`src/rtl/walk_pkg.sv`:
```
package walk_pkg;
  typedef enum logic {
    PH_DARK = 1'b0,
    PH_LIT  = 1'b1
  } phase_e;
endpackage

```
`src/rtl/walk_rst_sync.sv`:
```
module walk_rst_sync (
  input  logic clk,
  input  logic rst_n,
  output logic rst_n_sync
);
  logic [1:0] sync_q;

  always_ff @(posedge clk or negedge rst_n) begin
    if (!rst_n) sync_q <= 2'b00;
    else        sync_q <= {sync_q[0], 1'b1};
  end

  assign rst_n_sync = sync_q[1];
endmodule

```
`src/rtl/walk_dwell_timer.sv`:
```
module walk_dwell_timer #(
  parameter int unsigned DWELL_CLKS = 458745
) (
  input  logic clk,
  input  logic rst_n,
  output logic expire
);
  localparam int unsigned CW = (DWELL_CLKS > 1) ? $clog2(DWELL_CLKS) : 1;
  localparam logic [CW-1:0] RELOAD = CW'(DWELL_CLKS - 1);

  logic [CW-1:0] cnt_q, cnt_d;

  assign expire = (cnt_q == '0);

  always_comb begin
    if (expire) cnt_d = RELOAD;
    else        cnt_d = cnt_q - 1'b1;
  end

  always_ff @(posedge clk or negedge rst_n) begin
    if (!rst_n) cnt_q <= RELOAD;
    else        cnt_q <= cnt_d;
  end

  // a phase ends with a full reload, so every phase lasts DWELL_CLKS cycles
  a_r3_reload: assert property (@(posedge clk) disable iff (!rst_n)
    expire |=> (cnt_q == RELOAD));
  // the count only moves down one step at a time between reloads
  a_r7_count_down: assert property (@(posedge clk) disable iff (!rst_n)
    !expire |=> (cnt_q == CW'($past(cnt_q) - 1'b1)));
endmodule

```
`src/rtl/walk_onehot_ring.sv`:
```
module walk_onehot_ring #(
  parameter int unsigned NUM_LEDS = 16
) (
  input  logic                clk,
  input  logic                rst_n,
  input  logic                advance,
  output logic [NUM_LEDS-1:0] onehot
);
  localparam int unsigned PW = (NUM_LEDS > 1) ? $clog2(NUM_LEDS) : 1;
  localparam logic [PW-1:0] LAST = PW'(NUM_LEDS - 1);

  logic [NUM_LEDS-1:0] ring_q, ring_d;
  logic [PW-1:0]       pos_q, pos_d;

  always_comb begin
    ring_d = ring_q;
    pos_d  = pos_q;
    if (advance) begin
      ring_d = {ring_q[NUM_LEDS-2:0], ring_q[NUM_LEDS-1]};
      pos_d  = (pos_q == LAST) ? '0 : pos_q + 1'b1;
    end
  end

  // reset parks on the top position so the first advance lands on bit 0
  always_ff @(posedge clk or negedge rst_n) begin
    if (!rst_n) begin
      ring_q <= {1'b1, {(NUM_LEDS-1){1'b0}}};
      pos_q  <= LAST;
    end else begin
      ring_q <= ring_d;
      pos_q  <= pos_d;
    end
  end

  assign onehot = ring_q;

  // shift ring and position counter agree at all times
  a_r5_pos_match: assert property (@(posedge clk) disable iff (!rst_n)
    ring_q == (NUM_LEDS'(1) << pos_q));
  // stepping past the top position returns to bit 0
  a_r6_wrap: assert property (@(posedge clk) disable iff (!rst_n)
    (advance && pos_q == LAST) |=> (pos_q == '0 && ring_q[0]));
  // never more or less than one bit in the ring
  a_r3_single: assert property (@(posedge clk) disable iff (!rst_n)
    $countones(ring_q) == 1);
endmodule

```
`src/rtl/walk_led_seq.sv`:
```
module walk_led_seq #(
  parameter int unsigned NUM_LEDS   = 16,
  parameter int unsigned DWELL_CLKS = 458745
) (
  input  logic                clk,
  input  logic                rst_n,
  output logic [NUM_LEDS-1:0] leds
);
  import walk_pkg::*;

  logic                rst_n_sync;
  logic                expire;
  logic                advance;
  logic [NUM_LEDS-1:0] onehot;
  phase_e              phase_q, phase_d;

  walk_rst_sync u_rst_sync (
    .clk        (clk),
    .rst_n      (rst_n),
    .rst_n_sync (rst_n_sync)
  );

  walk_dwell_timer #(.DWELL_CLKS(DWELL_CLKS)) u_timer (
    .clk    (clk),
    .rst_n  (rst_n_sync),
    .expire (expire)
  );

  walk_onehot_ring #(.NUM_LEDS(NUM_LEDS)) u_ring (
    .clk     (clk),
    .rst_n   (rst_n_sync),
    .advance (advance),
    .onehot  (onehot)
  );

  // next-state: the phase flips whenever the dwell expires
  always_comb begin
    phase_d = phase_q;
    if (expire) phase_d = (phase_q == PH_LIT) ? PH_DARK : PH_LIT;
  end

  always_ff @(posedge clk or negedge rst_n_sync) begin
    if (!rst_n_sync) phase_q <= PH_DARK;
    else             phase_q <= phase_d;
  end

  // the ring moves on entry to a lit phase
  assign advance = expire && (phase_q == PH_DARK);
  assign leds    = (phase_q == PH_LIT) ? onehot : '0;

  // phase holds until the timer expires
  a_r4_phase_hold: assert property (@(posedge clk) disable iff (!rst_n_sync)
    !expire |=> $stable(phase_q));
  // the lit pattern does not move inside a lit phase
  a_r3_lit_stable: assert property (@(posedge clk) disable iff (!rst_n_sync)
    (phase_q == PH_LIT && !expire) |=> $stable(leds));
  // an expiring lit phase produces a dark output next
  a_r4_dark_follows: assert property (@(posedge clk) disable iff (!rst_n_sync)
    (phase_q == PH_LIT && expire) |=> (leds == '0));
  // output is dark whenever the synchronised reset is active
  a_r1_reset_dark: assert property (@(posedge clk)
    !rst_n_sync |-> (leds == '0));
endmodule

```
`config.mk`:
```
export PLATFORM = sky130hd
export DESIGN_NAME = walk_led_seq
export DESIGN_NICKNAME = d
export VERILOG_FILES = /design/src/rtl/walk_pkg.sv /design/src/rtl/walk_rst_sync.sv /design/src/rtl/walk_dwell_timer.sv /design/src/rtl/walk_onehot_ring.sv /design/src/rtl/walk_led_seq.sv
export SDC_FILE = /design/constraint.sdc
export NUM_CORES = 1
export LEC_CHECK = 0
export BUFFER_PORTS_ARGS = -buffer_cell sky130_fd_sc_hd__buf_2
export CAP_MARGIN = 20
export CORE_ASPECT_RATIO = 1.4
export CORE_MARGIN = 2
export CORE_UTILIZATION = 30
export DETAILED_ROUTE_END_ITERATION = 10
export GPL_ROUTABILITY_DRIVEN = 0
export PLACE_DENSITY = 0.5
export REMOVE_ABC_BUFFERS = 1
export SETUP_SLACK_MARGIN = 0.1
export SLEW_MARGIN = 5
export SYNTH_ARGS = -nofsm -noshare
export SYNTH_HDL_FRONTEND = slang
export SYNTH_SLANG_ARGS = --single-unit
export TNS_END_PERCENT = 20
```
`constraint.sdc`:
```
create_clock -name clk -period 1.23 [get_ports clk]
set_clock_uncertainty 0.2 [all_clocks]
set_input_delay 0.246 -clock clk [delete_from_list [all_inputs] [get_ports clk]]
set_output_delay 0.246 -clock clk [all_outputs]
set_load 0.01 [all_outputs]
```
======== After elaboration in Yosys (flattened, before gate mapping) ========
Cells that the tools add are included.
word-level totals
  bits in registers ....................... 38
  bits of input ports ..................... 2
  output and inout bits ................... 16
  word-level logic and storage cells ...... 11
operators by class
  $add $sub $neg .......................... 1
  muxes and demuxes ....................... 3
  bitwise gates (word level) .............. 1
  reduce and logical (&&, ||, !) cells .... 2
operators with widths
  kind                                                 count
  zero test 19 bit                                     1
  2-to-1 mux 19 bit                                    1
  subtractor 19 x 1 -> 19 bit (second input constant)  1
  2-to-1 mux 16 bit                                    1
  logical AND 1 bit                                    1
  2-to-1 mux 1 bit                                     1
  inverter 1 bit                                       1

======== Logic depth before layout (Yosys ltp) ========
  depth in word-level cells ............... 2
  depth in mapped cells ................... 7
  depth with buffers taken out ............ 6

======== By module ========
A second synthesis with hierarchy kept.
second synthesis, totals
  cells, all modules ...................... 154
  area, all modules ....................... 1885.6 sq um
modules (own cells, without submodules)
  module            instances  cells each  area each (sq um)  seq. area each (sq um)
  walk_dwell_timer  1          97          1012.2             494.2
  walk_onehot_ring  1          34          650.6              401.6
  walk_led_seq      1          20          168.9              25.0
  walk_rst_sync     1          3           53.8               50.0

======== Worst setup path after synthesis ========
Ideal clock, no wire load.
  kind .................................... reg2reg
  start ................................... register u_timer.cnt_q[2]
  end ..................................... register u_ring.ring_q[10] (netlist: u_ring.onehot[10])
  library setup time ...................... 0.125 ns
  arrival time ............................ 1.782 ns
  data required time ...................... 0.905 ns
  slack ................................... -0.877 ns
  stages on the path, launching flop included .. 6
  buffers on the path ..................... 1
  period minus slack after synthesis ...... 2.107 ns
  cells stage by stage .................... dfrtp_1 -> nor4_4 -> nand3b_2 -> nor3_4 -> buf_12 -> mux2_4
between the ends
  word-level cells in the longest chain between the ends .. 2
ends and longest elaborated chain
  item                    line                    RTL
  start, declared         walk_dwell_timer.sv:11  logic [CW-1:0] cnt_q, cnt_d;
  start signal, assigned  walk_dwell_timer.sv:22  else cnt_q <= cnt_d;
  zero test 19 bit        walk_dwell_timer.sv:13  assign expire = (cnt_q == '0);
  logical AND 1 bit       walk_led_seq.sv:48      assign advance = expire && (phase_q == PH_DARK);
  end signal, assigned    walk_onehot_ring.sv:27  ring_q <= {1'b1, {(NUM_LEDS-1){1'b0}}};
  end signal, assigned    walk_onehot_ring.sv:30  ring_q <= ring_d;
  end, declared           walk_onehot_ring.sv:12  logic [NUM_LEDS-1:0] ring_q, ring_d;
Every way passes these cells.
A chain may end at the register's enable or synchronous reset.

======== Worst setup path in the final report ========
  start ................................... register u_timer.cnt_q[14]
  end ..................................... register u_ring.ring_q[1] (netlist: u_ring.onehot[1])
The elaborated chain is that of the path after synthesis.

==> out/qor.yml <==
period_minus_slack_ns: 2.043
grt_setup_unrepaired: "yes"
p_seq_share_pct: 57.7
ir_drop_mv: 0.4979
grt_max_degree: 37
drt_iter0_drc: 23
startpoint_type: "flop"
slew_violations: 0
drtAntennaViolNets: 0
finalCritPeriodShare_pct: 166.1
die-area_um2: 6725
power.total_w: 0.002178
wirelength_mm: 3.832
area_growth_pct: 38.09
cts_buffers: 5
place_hpwl_mm: 2.651
comb_power_share_pct: 1.6
synth-seq-area-share_pct: 53.26
cp_max_fo: 8
critical_path_required_ns: 1.20
ff_latch_area_um2: 970.9
setup_tns_ns: -32.65
intPower_w: 0.001717
stdcell_area_um2: 2517
track_usage_pct: 12.86
antenna_found_initial: 0
layout_common_cells: "buf_4 (36), dfrtp_1 (22), buf_2 (17)"
grt-ovfl-total: 0
cpPeakStageDelay_ns: 0.39
power_density_nw_per_um2: 865.0
layout_commonest_cell: "buf_4"
ys.warnings.count: 0
whs_ns: 0.03238
synthCells: 150
rrSetupSlack_ns: -0.81
drc: 0
clkLatencyLatePin_ns: 0.29
drive_gt1_share_pct: 52.80
worstSetupPathType: "flop to flop"
violations: "negative setup slack"
cp_cell_sequence: "nor4_4 > buf_4 > nand4b_4 > nor3_4 > buf_6 > buf_12 > mux2_2"
io_pins: 18
use_met2_pct: 23.02
use_met3_pct: 3.351
cp-end-kind: "flop"
path_clk_slew_ns: 0.08
fmax_mhz: 489.5
core-area_um2: 5863
setup_viol: 52
antennaDiodeCount: 0
multi_input_area_um2: 873.3
p_sw_share_pct: 21.15
die_width_um: 69.88
status: "complete, but fails checks"
port_buffers: 17
grt_pass1_wl_mm: 6.837
finish.utilization_pct: 42.94
setup_ws_ns: -0.8129
wl_per_cell_um: 13.49
drtPass1Iterations: 4
via_count: 1324
cts_sinks: 38
cts-root-buf: "clkbuf_8"
finalHoldViolCount: 0
arrival_ns: 2.02
fin_nets: 217
leakage_nw: 1.192
grt_pass1_vias: 1447
min_path_type: "flop to async pin"
htreeDepth: 2
busiest_layer: "met2"
via_per_inst: 4.662
pwr-share-clk_pct: 40.7
synth_area_um2: 1823
die_h_um: 96.24
cap_violations: 0
ys_ff_latch: 38
slowest_stage: "dfstp_2"
start_util_pct: 31.09
met1_usage_pct: 14.91
power.switching_w: 0.0004606
cts_tree: "built"
fillers: 570
yosysUniqueCellTypes: 39
cts_max_path_buffers: 2
dpl-instance-area_um2: 2282
syn_area_per_cell_um2: 12.15
rows: 33
-- metrics by stage --
stage / cells / setup slack [ns]
detailed placement: 270 / -0.8658
CTS: 282 / -0.8245
global route: 284 / -0.9014
finish: 284 / -0.8129
floorplan: 145 / -1.092
global placement: 270 / -0.7777
-- power groups by stage --
stage	registers, W	clock network, W	logic, W
6_report	0.00126	0.000887	0.0000338
5_1_grt	0.00126	0.00101	0.0000401
4_1_cts	0.00126	0.000935	0.0000362
3_5_place_dp	0.00128	0	0.0000336
3_3_place_gp	0.00128	0	0.0000321
2_1_floorplan	0.00129	0	0.000000265
-- flip-flops by register name (all words and copies together) (netlist names) --
| signal | flops |
|---|---|
| u_rst_sync.sync_q | 2 |
| u_timer.cnt_q | 19 |
| u_ring.onehot | 16 |
| phase_q | 1 |
-- what timing repair did --
action / CTS / global route
endpoints found under the setup margin: 52 / 52
hold endpoints to repair: 2 / 0
gates cloned: 1 / 0
buffers inserted: 2 / 2
pin swaps: 1 / 0
hold buffers: 1 / 0
resized for setup: 11 / 6
-- critical path, delay by kind of cell (launching register included) --
family | cells | cell delay, ns
buffers and inverters | 3 | 0.42
muxes | 1 | 0.32
DFF | 1 | 0.39
and+or+nand+nor | 3 | 0.59
-- cell families after synthesis --
kind of cell,after synthesis,share of synthesized area [%]
AO/OA/AOI/OAI,12,4.529
XOR/XNOR,9,4.324
adder cells (fa/ha/maj),2,1.372
buffers and inverters,7,2.402
flip-flops,38,53.26
multiplexers,16,11.94
other,1,0.2057
AND/OR/NAND/NOR,65,21.96
-- worst paths after layout --
kind,endpoint,depth (start not counted),from
worst min-delay path,u_timer.cnt_q[0],1,u_rst_sync.sync_q[1]
worst max-delay path,u_ring.onehot[1],7,u_timer.cnt_q[14]
max in group asynchronous,u_timer.cnt_q[15],1,u_rst_sync.sync_q[1]
min in group clk,u_rst_sync.sync_q[1],0,u_rst_sync.sync_q[0]
worst max register to register,u_ring.onehot[1],7,u_timer.cnt_q[14]
worst min register to register,u_timer.cnt_q[0],1,u_rst_sync.sync_q[1]
-- layer usage --
| metal | vias to the layer above | share of wire [%] |
|---|---|---|
| li1 | 644 | - |
| met1 | 653 | 43 |
| met2 | 21 | 52 |
| met3 | 6 | 3.0 |
| met4 | 0 | 1.3 |
| met5 | - | 0 |
-- cell usage after synthesis, drive strengths merged --
cell	count	area, µm²
dfrtp	22	550.5
and2	16	100.1
dfstp	16	420.4
mux2	16	217.7
nand2	11	43.80
nor2	9	33.78
nand3	7	35.03
xor2	6	52.55
nor3	5	36.29
o21ai	5	25.02
clkbuf	3	11.26
nand4	3	18.77
nor4	3	40.04
o31ai	3	22.52
xnor2	3	26.28
a211o	2	18.77
buf	2	25.02
ha	2	25.02
inv	2	7.510
nand3b	2	18.77
nand4b	2	23.77
or3	2	12.51
a21oi	1	5.000
conb	1	3.750
nor3b	1	7.510
o41a	1	11.26
or2	1	6.260
or2b	1	7.510
or3b	1	8.760
or4	1	7.510
-- cell type report --
type,instances,area share [%]
clock inverter,1,0.1988
multi-input combinational,105,34.69
inverter,2,0.2982
timing repair buffer,61,19.33
sequential,38,38.57
clock buffer,7,3.429
tap,70,3.479
Note: power is estimated with default switching activity, not from simulation.
